### src/rtl/cbr_refresh_pkg.sv
package cbr_refresh_pkg;

  typedef enum logic [2:0] {
    ST_IDLE,
    ST_ROW,
    ST_COL,
    ST_CBR,
    ST_TEST
  } seqState_t;

  typedef struct packed {
    logic latchRowPins;
    logic latchRowCnt;
    logic issue;
    logic isWrite;
    logic cntInc;
    logic cntClr;
    logic endCycle;
  } dpStrobe_t;

endpackage

### src/rtl/cbr_refresh_seq.sv
module cbr_refresh_seq
  import cbr_refresh_pkg::*;
(
  input  logic       clk,
  input  logic       rstN,
  input  logic       rasN,
  input  logic       casLow,
  input  logic       weN,
  output dpStrobe_t  stb
);

  seqState_t state, stateNext;
  logic      casLowPrev;
  logic      casFall;

  assign casFall = casLow & ~casLowPrev;

  always_comb begin
    stb       = '0;
    stateNext = state;
    if (state == ST_IDLE) begin
      if (!rasN) begin
        if (casLow) begin
          stateNext       = ST_CBR;
          stb.latchRowCnt = 1'b1;
        end else begin
          stateNext        = ST_ROW;
          stb.latchRowPins = 1'b1;
        end
      end
    end else if (rasN) begin
      stateNext    = ST_IDLE;
      stb.endCycle = 1'b1;
      stb.cntClr   = (state == ST_ROW);
      stb.cntInc   = (state == ST_CBR) || (state == ST_TEST);
    end else if (casFall) begin
      stb.issue   = 1'b1;
      stb.isWrite = ~weN;
      if (state == ST_ROW) stateNext = ST_COL;
      if (state == ST_CBR) stateNext = ST_TEST;
    end
  end

  always_ff @(posedge clk) begin
    if (!rstN) begin
      state      <= ST_IDLE;
      casLowPrev <= 1'b0;
    end else begin
      state      <= stateNext;
      casLowPrev <= casLow;
    end
  end

endmodule

### src/rtl/cbr_refresh_dp.sv
module cbr_refresh_dp
  import cbr_refresh_pkg::*;
#(
  parameter int ADDR_W = 9
) (
  input  logic              clk,
  input  logic              rstN,
  input  dpStrobe_t         stb,
  input  logic [ADDR_W-1:0] addr,
  input  logic              rasN,
  input  logic              casLow,
  input  logic              oeN,
  output logic [ADDR_W-1:0] rowAddr,
  output logic [ADDR_W-1:0] colAddr,
  output logic              rdStb,
  output logic              wrStb,
  output logic              dqOe,
  output logic [ADDR_W-1:0] refCnt
);

  localparam logic [ADDR_W-1:0] CNT_ONE = ADDR_W'(1);

  logic readOpen;

  always_ff @(posedge clk) begin
    if (!rstN) begin
      refCnt   <= '0;
      rowAddr  <= '0;
      colAddr  <= '0;
      rdStb    <= 1'b0;
      wrStb    <= 1'b0;
      readOpen <= 1'b0;
    end else begin
      rdStb <= stb.issue & ~stb.isWrite;
      wrStb <= stb.issue & stb.isWrite;
      if (stb.cntClr)      refCnt <= '0;
      else if (stb.cntInc) refCnt <= refCnt + CNT_ONE;
      if (stb.latchRowPins)     rowAddr <= addr;
      else if (stb.latchRowCnt) rowAddr <= refCnt;
      if (stb.issue) begin
        colAddr  <= addr;
        readOpen <= ~stb.isWrite;
      end else if (stb.endCycle) begin
        readOpen <= 1'b0;
      end
    end
  end

  assign dqOe = readOpen & ~rasN & casLow & ~oeN;

endmodule

### src/rtl/cbr_refresh_ctl.sv
module cbr_refresh_ctl
  import cbr_refresh_pkg::*;
#(
  parameter int ADDR_W = 9
) (
  input  logic              clk,
  input  logic              rstN,
  input  logic              rasN,
  input  logic              lcasN,
  input  logic              ucasN,
  input  logic              weN,
  input  logic              oeN,
  input  logic [ADDR_W-1:0] addr,
  output logic [ADDR_W-1:0] rowAddr,
  output logic [ADDR_W-1:0] colAddr,
  output logic              rdStb,
  output logic              wrStb,
  output logic              dqOe
);

  dpStrobe_t         stb;
  logic              casLow;
  logic [ADDR_W-1:0] refCnt;

  // either byte strobe low counts as column strobe low
  assign casLow = ~lcasN | ~ucasN;

  cbr_refresh_seq u_seq (
    .clk    (clk),
    .rstN   (rstN),
    .rasN   (rasN),
    .casLow (casLow),
    .weN    (weN),
    .stb    (stb)
  );

  cbr_refresh_dp #(.ADDR_W(ADDR_W)) u_dp (
    .clk     (clk),
    .rstN    (rstN),
    .stb     (stb),
    .addr    (addr),
    .rasN    (rasN),
    .casLow  (casLow),
    .oeN     (oeN),
    .rowAddr (rowAddr),
    .colAddr (colAddr),
    .rdStb   (rdStb),
    .wrStb   (wrStb),
    .dqOe    (dqOe),
    .refCnt  (refCnt)
  );

endmodule

### config.mk
export PLATFORM = sky130hd
export DESIGN_NAME = cbr_refresh_ctl
export DESIGN_NICKNAME = d
export VERILOG_FILES = /design/src/rtl/cbr_refresh_pkg.sv /design/src/rtl/cbr_refresh_seq.sv /design/src/rtl/cbr_refresh_dp.sv /design/src/rtl/cbr_refresh_ctl.sv
export SDC_FILE = /design/constraint.sdc
export NUM_CORES = 1
export LEC_CHECK = 0
export BUFFER_PORTS_ARGS = -buffer_cell sky130_fd_sc_hd__buf_2
export CORE_MARGIN = 2
export CORE_UTILIZATION = 40
export CTS_BUF_LIST = sky130_fd_sc_hd__clkbuf_4
export DETAILED_ROUTE_END_ITERATION = 8
export PLACE_DENSITY = 0.67
export SETUP_SLACK_MARGIN = 0.5
export SYNTH_ARGS = -nofsm -noshare
export SYNTH_HDL_FRONTEND = slang
export SYNTH_SLANG_ARGS = --single-unit
### constraint.sdc
create_clock -name clk -period 1.9 [get_ports clk]
set_clock_uncertainty 0.15 [all_clocks]
set_input_delay 0 -clock clk [delete_from_list [all_inputs] [get_ports clk]]
set_output_delay 0 -clock clk [all_outputs]
set_load 0.01 [all_outputs]
# Yosys cells after proc, flatten, opt, wreduce, memory -nomap -nowiden
# Index checks and enable logic that the tools add are counted.
totals:
  reg_bits: 34
  inputBits: 16
  out_inout_bits: 21
  wordCells: 55
op_classes:
  add_sub_neg: 1
  eq_ne: 4
  mux: 19
  n_bitwise: 15
  reduce_logical: 8
ops:
  columns: ["op", "n"]
  rows:
  - ["$mux 3", 7]
  - ["$mux 9", 2]
  - ["$mux 2", 5]
  - ["$add 9x1->9 const B", 1]
  - ["$not 1->1", 8]
  - ["$and 1x1->1", 6]
  - ["$mux 5", 1]
  - ["$mux 1", 4]
  - ["$reduce_bool 2->1", 2]
  - ["$reduce_bool 4->1", 1]
  - ["$eq 3x1->1 const B", 1]
  - ["$eq 3x2->1 const B", 1]
  - ["$eq 3x3->1 const B", 1]
  - ["$logic_not 3->1", 1]
  - ["$reduce_and 3->1", 1]
  - ["$reduce_bool 3->1", 1]
  - ["$ne 2x2->1 const B", 1]
  - ["$reduce_or 2->1", 1]
  - ["$logic_or 1x1->1", 1]
  - ["$or 1x1->1", 1]

# Longest topological paths before layout
depth:
  word_depth: 8
  ltp_mapped: 6
  mapped_depth_nobuf: 5

# Modules after synthesis
# A second synthesis with hierarchy kept.
hier_totals:
  cells_unflattened: 161
  hier_area_um2: 1480.2
modules_own_cells:
  columns: ["module", "n_inst", "cells_each", "area_each_um2"]
  rows:
  - ["cbr_refresh_dp", 1, 132, 1252.5]
  - ["cbr_refresh_seq", 1, 28, 224.0]
  - ["cbr_refresh_ctl", 1, 1, 3.8]

# Least setup slack after synthesis
# Ideal clock, no wire load.
synth_timing:
  path_kind: "register -> register"
  startpoint: "register u_seq.state[2]"
  endpoint: "register u_dp.rdStb"
  setup_time_ns: 0.116
  t_arrival_ns: 1.280
  t_required_ns: 1.634
  path_slack_ns: 0.355
  path_stages_with_launch: 6
  path_buffers: 2
  period_less_slack_ns: 1.545
  path_cell_list: "dfxtp_1 -> buf_6 -> or3_1 -> and2_4 -> buf_6 -> and3_1"
synth_via:
  elab_chain_cells: 4
synth_lines:
  columns: ["item", "line_no", "rtl"]
  rows:
  - ["start, declared", "cbr_refresh_seq.sv:12", "seqState_t state, stateNext;"]
  - ["start signal, assigned", "cbr_refresh_seq.sv:49", "state <= stateNext;"]
  - ["$logic_not 3->1 *", "cbr_refresh_seq.sv:21", "if (state == ST_IDLE) begin"]
  - ["$mux 5 *", "cbr_refresh_seq.sv:21", null]
  - ["$not 1->1", "cbr_refresh_dp.sv:34", "rdStb <= stb.issue & ~stb.isWrite;"]
  - ["$and 1x1->1 *", "cbr_refresh_dp.sv:34", null]
  - ["end signal, assigned", "cbr_refresh_dp.sv:34", null]
  - ["end, declared", "cbr_refresh_dp.sv:15", "output logic rdStb,"]
# Every way passes the cells marked *; elsewhere a longest branch is shown, timed or not.
# A chain may end at the register's enable or synchronous reset.

# Worst setup path after layout
layout_timing:
  startpoint: "register u_seq.state[2]"
  endpoint: "register u_dp.refCnt[7]"
layout_via:
  elab_chain_cells: 4
layout_lines:
  columns: ["item", "line_no", "rtl"]
  rows:
  - ["$eq 3x1->1 (tied with other cells)", "cbr_refresh_seq.sv:34", "stb.cntClr = (state == ST_ROW);"]
  - ["$mux 3 or $logic_or 1x1->1 (tied branches)", "cbr_refresh_seq.sv:31, cbr_refresh_seq.sv:35", null]
  - ["$mux 5 *", "cbr_refresh_seq.sv:21", null]
  - ["$reduce_or 2->1 (no line) or $mux 5 (tied branches)", null, null]
  - ["end signal, assigned", "cbr_refresh_dp.sv:37", "else if (stb.cntInc) refCnt <= refCnt + CNT_ONE;"]
  - ["end, declared", "cbr_refresh_dp.sv:18", "output logic [ADDR_W-1:0] refCnt"]
# Marked as above.

==> run_results.csv <==
group,metric,value,unit
status,outcome,"completed",
setup_path,worstSetupPathType,"reg2reg",
finish,final_cell_mix,"36 x buf_2, 29 x nand2_1, 25 x dfxtp_1, 18 x dlygate4sd3_1, 12 x buf_4",
detailed_routing,post_drt_wl_per_cell,13.9,um
synth,synth_top_cell_area_share,43.1,%
global_routing,antenna_found_initial,0,
setup_path,crit_chain,"and3b_2, o21ai_4, or3_4, a21oi_2",
timing,drv_slew,0,
timing,tightest_slew,404,ps
die,row_count,22,
setup_path,arrival,1600,ps
power,ir_drop,0.311,mV
die,die_x,66.8,um
synth,syn_inst,177,
detailed_routing,first_iter_violations,52,
hold_path,holdCritPathClass,"in2reg",
detailed_routing,firstDrtPassIters,4,
placed_design,postPlaceCellArea,0.00177,mm2
synth,synth_area_leaders,"dfxtp_1 43%, nand2_1 7.6%, nand3_1 6.0%",
setup_path,cp_data_required_time,2020,ps
timing,slew_headroom,73.0,%
finish,utilization,60.7,%
timing,fin_crit_sh,77.9,%
setup_path,reg2reg_from,"u_seq.state[2]",
synth,synth.largest_area_cell,"dfxtp_1",
synth,syn-cell-area,0.00158,mm2
finish,n_antenna_cell,0,
die,initial_core_util,42.5,%
global_routing,use_met3,3.72,%
setup_path,ff2ff_path_depth,4,
timing,tns,0,ps
synth,yosysUniqueCellTypes,38,
detailed_routing,drt_wl_total,4050,um
detailed_routing,drc_errors,0,
timing,whs,11.6,ps
detailed_routing,vias_per_cell,5.18,
finish,final_common_cell,"buf_2",
setup_path,critPathCaptureType,"register",
finish,final_cells,291,
finish,area.growth.synth_to_final,42.9,%
synth,synth-edff-count,0,
die,coreArea,0.00372,mm2
placed_design,place_congestion,0.822,
detailed_routing,vias,1506,
timing,rsz0062_at_grt,"yes",
timing,finalCriticalPeriod,1480,ps
detailed_routing,final_antenna_net_count,0,
clock_tree,root_buffer,"clkbuf_4",
global_routing,grt_usage,19.4,%
synth,synth_seq_cells,34,
clock_tree,clk_latency,330,ps
timing,hold_viol_final,0,
setup_path,start_kind,"register",
power,power_density,687,mW/mm2
job,max-cap-violations,0,
setup_path,cp_slowest_cell,"dfxtp_4",
clock_tree,clock_sink_count,34,
clock_tree,cts_made_buffers,5,
timing,max_freq,676,MHz
clock_tree,path_clk_slew,90,ps
global_routing,gr-usage-met2,36.5,%
setup_path,rrSetupSlack,420,ps
setup_path,slowest_delay,380,ps
die,dieHeight,66.8,um
global_routing,busiest_layer,"met2",
global_routing,grt_use_met1,21.1,%
power,p_leak,0.999,nW
finish,layout.nets,261,
synth,ys_seq_area_share,43.1,%
placed_design,port_buffers,36,
die,num_io_pins,37,
clock_tree,cts_tree,"built",
finish,drive_gt1_share,39.9,%
global_routing,grt_overflow,0,
placed_design,dp_hpwl,2400,um
synth,yosys_warnings,0,
synth,synthArstFlopShare,0,%
timing,finalSetupViolCount,0,
synth,synth_fp_nets,194,
global_routing,grt_pass1_vias,1470,
placed_design,post-place-cells,252,
setup_path,crit_end,"u_dp.refCnt[7]",
setup_path,cp_max_fo,6,
global_routing,grt_start_max_net_pins,26,
finish,final_area,0.00226,mm2
setup_path,r2r_end,"u_dp.refCnt[7]",
clock_tree,clk_path_buf_depth,2,
global_routing,grt_pass1_wl,6580,um
clock_tree,htreeDepth,2,
die,die_area,0.00447,mm2
setup_path,startpoint,"u_seq.state[2]",
synth,avgSynthCellArea,8.92,um2
synth,synth_ff_type,"dfxtp_1",
[repair_timing]
item,CTS,global route
pin swaps,2,8
setup endpoints to repair,31,30
gates resized for setup,16,28
buffers inserted,9,3
hold buffers,18,0
hold endpoints to repair,25,0
gates cloned,2,1
[kinds of logic after synthesis]
family / count (synthesis) / share of synthesized area (%)
flops: 34 / 43.1
compound gates: 44 / 21.9
simple gates: 80 / 26.3
xor+xnor: 4 / 2.22
buf+inv: 13 / 5.07
mux: 1 / 0.634
fa+ha+maj: 1 / 0.792
[flip-flops by register name, summed over array words and instances (netlist names)]
name              cells
u_seq.state           3
u_dp.colAddr          9
u_dp.rdStb            1
u_seq.casLowPrev      1
u_dp.readOpen         1
u_dp.rowAddr          9
u_dp.refCnt           9
u_dp.wrStb            1
[Yosys cell counts (2+ instances only)]
cell type,n
buf_6,3
o211ai_1,3
inv_1,2
nand4_1,2
a21oi_1,8
nand3_1,19
buf_4,2
o211a_1,9
clkbuf_1,5
dfxtp_1,34
xor2_1,4
and4_1,2
a21boi_0,9
o21ai_0,6
or3_1,5
nor2_1,8
nand2_1,32
and3_1,4
[critical path: cells and delay by family (launching register included)]
| family | cells | cell delay (ps) |
|---|---|---|
| DFF | 1 | 380 |
| and+or+nand+nor | 2 | 690 |
| AOI/OAI and AO/OA | 2 | 200 |
[report_power, final]
part	internal (mW)	leakage, nW	total, mW	switching, mW
logic	0.205	0.693	0.401	0.196
registers	0.758	0.282	0.796	0.0375
clock network	0.126	0.0246	0.353	0.227
[cell type report]
type | instances | area [um2]
fill | 318 | 1460
multi-input combinational | 132 | 955
sequential | 34 | 699
timing repair buffer | 69 | 493
tap | 48 | 60.1
clock buffer | 5 | 37.5
inverter | 2 | 7.51
clock inverter | 1 | 3.75
[how the worst min path moves through the flow]
stage                     startpoint         endpoint  cells after the start
after global placement           weN       u_dp.wrStb                      2
after CTS                      lcasN  u_dp.rowAddr[1]                      4
after detailed placement         weN       u_dp.wrStb                      2
after floorplan                  weN       u_dp.wrStb                      1
final                          lcasN  u_dp.rowAddr[1]                      4
after global routing           lcasN  u_dp.rowAddr[1]                      4
[stage by stage]
step | total power, mW | setup slack (ps)
global route | 1.63 | 366
CTS | 1.51 | 438
floorplan | 1.00 | 388
finish | 1.55 | 421
global placement | 1.07 | 269
detailed placement | 1.07 | 236
[layer usage]
layer	wire [um]	share of wire, %
met4	31	0.77
met2	2120	52
met5	0	0
met1	1730	43
met3	170	4.2
Note: power is estimated with default switching activity, not from simulation.
